### src/rtl/gcs_pkg.sv
package gcs_pkg;
  typedef enum logic [2:0] {
    S_IDLE, S_ADDR, S_RX, S_ACK, S_TX, S_MACK, S_SKIP
  } gcsState_t;

  typedef struct packed {
    logic clrCnt;
    logic loadTx;
    logic shiftTx;
  } dpCtl_t;

  localparam logic [7:0] CMD_RST_LATCH = 8'h06;
  localparam logic [7:0] CMD_LATCH     = 8'h04;
endpackage

### src/rtl/gcs_datapath.sv
module gcs_datapath
  import gcs_pkg::*;
#(
  parameter int DATA_W      = 8,
  parameter int SYNC_STAGES = 2
) (
  input  logic              clk,
  input  logic              rst_n,
  input  logic              sclIn,
  input  logic              sdaIn,
  input  dpCtl_t            ctl,
  input  logic [DATA_W-1:0] txByte,
  output logic              sclRise,
  output logic              sclFall,
  output logic              startDet,
  output logic              stopDet,
  output logic              sdaBit,
  output logic              byteDone,
  output logic [DATA_W-1:0] rxByte,
  output logic              txBit
);
  localparam int CNT_W = $clog2(DATA_W + 1);

  logic [SYNC_STAGES-1:0] sclSync, sdaSync;
  logic sclS, sdaS, sclD, sdaD;
  logic [CNT_W-1:0] bitCnt;
  logic [DATA_W-1:0] txShift;

  // Lines idle high, so the synchronizers reset to 1 to avoid a false edge.
  always_ff @(posedge clk or negedge rst_n) begin
    if (!rst_n) begin
      sclSync <= '1;
      sdaSync <= '1;
      sclD    <= 1'b1;
      sdaD    <= 1'b1;
    end else begin
      sclSync <= {sclSync[SYNC_STAGES-2:0], sclIn};
      sdaSync <= {sdaSync[SYNC_STAGES-2:0], sdaIn};
      sclD    <= sclS;
      sdaD    <= sdaS;
    end
  end

  assign sclS     = sclSync[SYNC_STAGES-1];
  assign sdaS     = sdaSync[SYNC_STAGES-1];
  assign sdaBit   = sdaS;
  assign sclRise  = sclS & ~sclD;
  assign sclFall  = ~sclS & sclD;
  assign startDet = sclS & sclD & sdaD & ~sdaS;
  assign stopDet  = sclS & sclD & ~sdaD & sdaS;
  assign byteDone = (bitCnt == CNT_W'(DATA_W));
  assign txBit    = txShift[DATA_W-1];

  always_ff @(posedge clk or negedge rst_n) begin
    if (!rst_n) begin
      bitCnt  <= '0;
      rxByte  <= '0;
      txShift <= '1;
    end else begin
      if (ctl.clrCnt)
        bitCnt <= '0;
      else if (sclRise && !byteDone)
        bitCnt <= bitCnt + 1'b1;
      if (sclRise)
        rxByte <= {rxByte[DATA_W-2:0], sdaS};
      if (ctl.loadTx)
        txShift <= txByte;
      else if (ctl.shiftTx)
        txShift <= {txShift[DATA_W-2:0], 1'b1};
    end
  end
endmodule

### src/rtl/gcs_control.sv
module gcs_control
  import gcs_pkg::*;
#(
  parameter int DATA_W = 8,
  localparam int ADDR_W = DATA_W - 1
) (
  input  logic              clk,
  input  logic              rst_n,
  input  logic              sclRise,
  input  logic              sclFall,
  input  logic              startDet,
  input  logic              stopDet,
  input  logic              sdaBit,
  input  logic              byteDone,
  input  logic [DATA_W-1:0] rxByte,
  input  logic              txBit,
  input  logic [ADDR_W-1:0] ownAddr,
  input  logic              gcEnable,
  output dpCtl_t            ctl,
  output logic              sdaOe,
  output logic [DATA_W-1:0] rxData,
  output logic              rxValid,
  output logic              rxIsGc,
  output logic [DATA_W-1:0] gcCmd,
  output logic              gcCmdValid,
  output logic              softReset,
  output logic              addrLatch,
  output logic              txReq
);
  gcsState_t state, nextAfterAck;
  logic gcMode, firstGc, masterAck;
  logic reloadTx;

  assign reloadTx = sclFall && !startDet && !stopDet &&
                    ((state == S_ACK && nextAfterAck == S_TX) ||
                     (state == S_MACK && masterAck));

  always_comb begin
    ctl.clrCnt  = startDet || (sclFall && (state == S_ACK || state == S_MACK));
    ctl.loadTx  = reloadTx;
    ctl.shiftTx = (state == S_TX) && sclFall && !byteDone;
  end

  // Multiple ACKs combine on the wire: drive low without checking the line.
  assign sdaOe = (state == S_ACK) || (state == S_TX && !txBit);

  always_ff @(posedge clk or negedge rst_n) begin
    if (!rst_n) begin
      state        <= S_IDLE;
      nextAfterAck <= S_IDLE;
      gcMode       <= 1'b0;
      firstGc      <= 1'b0;
      masterAck    <= 1'b0;
      rxData       <= '0;
      rxValid      <= 1'b0;
      rxIsGc       <= 1'b0;
      gcCmd        <= '0;
      gcCmdValid   <= 1'b0;
      softReset    <= 1'b0;
      addrLatch    <= 1'b0;
      txReq        <= 1'b0;
    end else begin
      rxValid    <= 1'b0;
      gcCmdValid <= 1'b0;
      softReset  <= 1'b0;
      addrLatch  <= 1'b0;
      txReq      <= reloadTx;
      if (startDet) begin
        state   <= S_ADDR;
        gcMode  <= 1'b0;
        firstGc <= 1'b0;
      end else if (stopDet) begin
        state <= S_IDLE;
      end else begin
        unique case (state)
          S_ADDR: if (sclFall && byteDone) begin
            if (rxByte[DATA_W-1:1] == ownAddr) begin
              state        <= S_ACK;
              nextAfterAck <= rxByte[0] ? S_TX : S_RX;
            end else if (rxByte == '0 && gcEnable) begin
              state        <= S_ACK;
              nextAfterAck <= S_RX;
              gcMode       <= 1'b1;
              firstGc      <= 1'b1;
            end else begin
              state <= S_SKIP;
            end
          end
          S_RX: if (sclFall && byteDone) begin
            if (gcMode && firstGc) begin
              firstGc <= 1'b0;
              if (rxByte == '0) begin
                state <= S_SKIP;
              end else begin
                state        <= S_ACK;
                gcCmd        <= rxByte;
                gcCmdValid   <= 1'b1;
                softReset    <= (rxByte == CMD_RST_LATCH);
                addrLatch    <= (rxByte == CMD_RST_LATCH) || (rxByte == CMD_LATCH);
                nextAfterAck <= ((rxByte == CMD_RST_LATCH) || (rxByte == CMD_LATCH))
                                ? S_SKIP : S_RX;
              end
            end else begin
              state        <= S_ACK;
              nextAfterAck <= S_RX;
              rxData       <= rxByte;
              rxValid      <= 1'b1;
              rxIsGc       <= gcMode;
            end
          end
          S_ACK:  if (sclFall) state <= nextAfterAck;
          S_TX:   if (sclFall && byteDone) state <= S_MACK;
          S_MACK: begin
            if (sclRise) masterAck <= !sdaBit;
            if (sclFall) state <= masterAck ? S_TX : S_SKIP;
          end
          default: ;
        endcase
      end
    end
  end
endmodule

### src/rtl/bcast_i2c_slave.sv
module bcast_i2c_slave
  import gcs_pkg::*;
#(
  parameter int DATA_W      = 8,
  parameter int SYNC_STAGES = 2,
  localparam int ADDR_W     = DATA_W - 1
) (
  input  logic              clk,
  input  logic              rst_n,
  input  logic              scl_in,
  input  logic              sda_in,
  output logic              sda_oe,
  input  logic [ADDR_W-1:0] own_addr,
  input  logic              gc_enable,
  output logic [DATA_W-1:0] rx_data,
  output logic              rx_valid,
  output logic              rx_is_gc,
  output logic [DATA_W-1:0] gc_cmd,
  output logic              gc_cmd_valid,
  output logic              soft_reset,
  output logic              addr_latch,
  input  logic [DATA_W-1:0] tx_data,
  output logic              tx_req
);
  dpCtl_t ctl;
  logic sclRise, sclFall, startDet, stopDet, sdaBit, byteDone, txBit;
  logic [DATA_W-1:0] rxByte;

  gcs_datapath #(.DATA_W(DATA_W), .SYNC_STAGES(SYNC_STAGES)) dp (
    .clk(clk), .rst_n(rst_n), .sclIn(scl_in), .sdaIn(sda_in), .ctl(ctl),
    .txByte(tx_data), .sclRise(sclRise), .sclFall(sclFall),
    .startDet(startDet), .stopDet(stopDet), .sdaBit(sdaBit),
    .byteDone(byteDone), .rxByte(rxByte), .txBit(txBit)
  );

  gcs_control #(.DATA_W(DATA_W)) ctrl (
    .clk(clk), .rst_n(rst_n), .sclRise(sclRise), .sclFall(sclFall),
    .startDet(startDet), .stopDet(stopDet), .sdaBit(sdaBit),
    .byteDone(byteDone), .rxByte(rxByte), .txBit(txBit),
    .ownAddr(own_addr), .gcEnable(gc_enable), .ctl(ctl), .sdaOe(sda_oe),
    .rxData(rx_data), .rxValid(rx_valid), .rxIsGc(rx_is_gc),
    .gcCmd(gc_cmd), .gcCmdValid(gc_cmd_valid), .softReset(soft_reset),
    .addrLatch(addr_latch), .txReq(tx_req)
  );
endmodule

### config.mk
export PLATFORM = sky130hd
export DESIGN_NAME = bcast_i2c_slave
export DESIGN_NICKNAME = d
export VERILOG_FILES = /design/src/rtl/gcs_pkg.sv /design/src/rtl/gcs_datapath.sv /design/src/rtl/gcs_control.sv /design/src/rtl/bcast_i2c_slave.sv
export SDC_FILE = /design/constraint.sdc
export NUM_CORES = 1
export LEC_CHECK = 0
export ABC_AREA = 1
export CAP_MARGIN = 20
export CORE_ASPECT_RATIO = 0.7
export CORE_MARGIN = 8
export CORE_UTILIZATION = 40
export DETAILED_ROUTE_END_ITERATION = 16
export SLEW_MARGIN = 10
export SYNTH_ARGS = -nofsm -noshare
export SYNTH_HDL_FRONTEND = slang
export SYNTH_SLANG_ARGS = --single-unit
### constraint.sdc
create_clock -name clk -period 2.25 [get_ports clk]
set_input_delay 0.3375 -clock clk [delete_from_list [all_inputs] [get_ports clk]]
set_output_delay 0.3375 -clock clk [all_outputs]
set_load 0.005 [all_outputs]
==> out/results.ini <==
[logic_synthesis]
post_synth_num_cell_types = 32
yosysTopAreaCellShare_pct = 39.3
synth_edf_count = 0
syn_area_per_cell_um2 = 8.38
synthFlopType = dfrtp_1
synth.most_common_cell = nand2_1
synth-seq-area-share_pct = 53.1
yosys_warnings = 0
synth.cells.most_frequent = nand2_1 (104), dfrtp_1 (42), inv_1 (31), nand3_1 (27), nor2_1 (16)
async_flop_share_pct = 100
ys_ff_latch = 56
synth_fa_ha_area_share_pct = 0.936
synth_area_leaders = dfrtp_1 (39%), nand2_1 (15%), dfstp_2 (14%)
synth_top_cell_by_area = dfrtp_1
syn-num-nets = 341
synth_mux_area_share_pct = 0
syn_inst = 319
synth-compound-area-share_pct = 9.97
synth_top_family_by_area = simple AND/OR/NAND/NOR gates
synth_simple_gate_area_share_pct = 28.5
syn_area_um2 = 2670
synth_xor_area_share_pct = 0.328

[power_and_ir_drop]
worst_ir_drop_vdd_mv = 0.346
internal_power_w = 0.00186
p_sw_w = 0.00105
power_density_nw_per_um2 = 874
seq_power_share_pct = 47.8
p_sw_share_pct = 36.1
p_clk_share_pct = 20.2
comb_power_share_pct = 32.1
leakagePower_nw = 1.58

[cts]
path_clk_slew_ns = 0.11
cts_made_buffers = 5
tritoncts = built
cts_max_path_buffers = 2
root_buffer = clkbuf_8
h-tree-depth = 2
cts.sinks = 56
clk_latency_ns = 0.31

[critical_path]
cp-end-kind = register
crit_type = reg2reg
reg2reg_slack_ns = 0.42
start_kind = register
crit_required_ns = 2.50
worstPathMaxFanout = 17
cp.arrival_ns = 2.08

[timing]
setup_viol = 0
drv_slew = 0
max_freq_mhz = 547
finalCriticalPeriod_ns = 1.83
min_period_over_period_pct = 81.2
max-slew-margin-rel_pct = 67.8
tightest_slew_ns = 0.479
hold_violations = 0
rsz0062_at_grt = no
tns_ns = 0
finalClockSkew_ns = 0.0131

[die]
die_area_um2 = 9600
die_w_um = 114
core_um2 = 6600
rows = 25
die_h_um = 84.4
start_util_pct = 40.5
io_pins = 43

[global_routing]
grt_usage_pct = 12.8
antenna_found_initial = 0
grt_pass1_vias = 2067
grt-ovfl-total = 0
grt_pass1_wl_um = 10000
grt_max_degree = 38

[placed_design]
place_congestion = 0.906
dp_hpwl_um = 4430
portBuffers = 42

[drt]
drc_errors = 0
drt_wl_total_um = 5890
via_per_inst = 4.64
first_pass_iters = 7
wl_per_cell_um = 12.7
drtIter0Drc = 105
ant_nets = 0
vias = 2153

[cells_and_area]
area_delta_synth_final_pct = 24.8
antenna_cells = 0
final_util_pct = 50.5
drive_above_1_share_pct = 16.8
num-nets-final = 391

[status]
status = complete, no violations

[run]
cap_violations = 0

[worst_hold_path]
min_path_type = reg2reg

-- critical path, stage by stage (launching register included) --
cell	delay, ns
dfrtp_1	0.41
inv_1	0.09
ha_1	0.16
nand2_1	0.06
nor2_2	0.18
nand2_2	0.13
inv_1	0.16
nand2_2	0.27
inv_2	0.13
nand2_1	0.07
nor2_1	0.09
-- logic make-up after synthesis --
kind of cell / after synthesis
xor gates and xnor gates: 1
buffers and inverters: 47
adders and majority gates: 2
DFF: 56
AOI/OAI and AO/OA: 44
and+or+nand+nor: 169
-- flip-flops by register name, indices dropped and copies added, names as in the netlist --
| name | flops |
|---|---|
| ctrl.gcCmd | 8 |
| ctrl.rxData | 8 |
| dp.rxByte | 8 |
| dp.txShift | 8 |
| dp.bitCnt | 4 |
| ctrl.state | 3 |
| ctrl.nextAfterAck | 2 |
| dp.sclSync | 2 |
| dp.sdaSync | 2 |
| ctrl.addrLatch | 1 |
| ctrl.firstGc | 1 |
| ctrl.gcCmdValid | 1 |
| ctrl.gcMode | 1 |
| ctrl.masterAck | 1 |
| ctrl.rxIsGc | 1 |
| ctrl.rxValid | 1 |
| ctrl.softReset | 1 |
| ctrl.txReq | 1 |
| dp.sclD | 1 |
| dp.sdaD | 1 |
-- cell usage in the layout (no fill, tap or decap), types with 2 or more instances in the layout --
cell | netlist | layout
nor3_1 | 2 | 2
nand3_1 | 27 | 27
o21ai_0 | 14 | 14
clkbuf_8 | 0 | 6
nor2_4 | 4 | 6
buf_4 | 0 | 4
clkdlybuf4s50_1 | 0 | 40
nand2_1 | 104 | 104
inv_1 | 31 | 31
ha_1 | 2 | 2
nor2_1 | 16 | 16
a21oi_1 | 6 | 6
o21ai_1 | 10 | 10
inv_2 | 11 | 11
dfrtp_1 | 42 | 42
nor2_2 | 6 | 4
o22ai_1 | 2 | 2
dfstp_2 | 14 | 14
o21ai_2 | 7 | 7
nand2_2 | 4 | 4
-- through the flow --
| stage | hold slack [ns] | std cells | total power [W] | setup WS (ns) | instance area [µm²] |
|---|---|---|---|---|---|
| floorplan | 0.0419 | 319 | 0.00203 | 0.736 | 2670 |
| global placement | 0.316 | 453 | 0.00229 | 0.364 | 3210 |
| detailed placement | 0.314 | 453 | 0.00229 | 0.354 | 3210 |
| CTS | 0.361 | 463 | 0.00290 | 0.00266 | 3320 |
| global route | 0.363 | 464 | 0.00313 | 0.240 | 3340 |
| finish | 0.359 | 464 | 0.00291 | 0.423 | 3340 |
-- final timing paths --
check	from	endpoint	cells after the start
min in group asynchronous	rst_n	ctrl.gcCmd[5]$_DFFE_PN0P_	2
hold / removal	dp.sdaSync[0]$_DFF_PN1_	dp.sdaSync[1]$_DFF_PN1_	0
setup / recovery	dp.bitCnt[0]$_DFFE_PN0P_	ctrl.softReset$_DFF_PN0_	10
setup reg to reg	dp.bitCnt[0]$_DFFE_PN0P_	ctrl.softReset$_DFF_PN0_	10
hold reg to reg	dp.sdaSync[0]$_DFF_PN1_	dp.sdaSync[1]$_DFF_PN1_	0
max in group asynchronous	rst_n	dp.txShift[6]$_DFFE_PN1P_	3
-- per-layer routing --
| metal | wire, µm | vias up | GRT usage, % |
|---|---|---|---|
| met5 | 0 | - | 0 |
| met4 | 49 | 0 | 3.61 |
| met3 | 290 | 4 | 2.58 |
| met2 | 2600 | 52 | 18.9 |
| met1 | 2960 | 989 | 18.3 |
| li1 | - | 1108 | - |
-- power groups by stage --
stage	Combinational (W)	Clock (W)	Sequential [W]
2_1_floorplan	0.000666	0	0.00136
3_3_place_gp	0.000881	0	0.00141
3_5_place_dp	0.000880	0	0.00141
4_1_cts	0.000908	0.000608	0.00139
5_1_grt	0.00107	0.000645	0.00142
6_report	0.000935	0.000588	0.00139
-- area by class of cell --
type                    count  area, µm²
clock buffers               7       86.3
clock inverters             1       6.26
fillers                   613       3260
inverters                  42        158
multi-input cells         216       1070
flip-flops and latches     56       1420
well taps                  94        118
repair buffers             48        478
-- repair_timing --
item	in CTS	in global routing
setup endpoints to repair	1	1
gates resized for setup	0	3
hold buffers	1	0
pin swaps	0	0
buffers inserted	1	1
endpoints found under the hold margin	7	0
(Power assumes the default switching activity.)
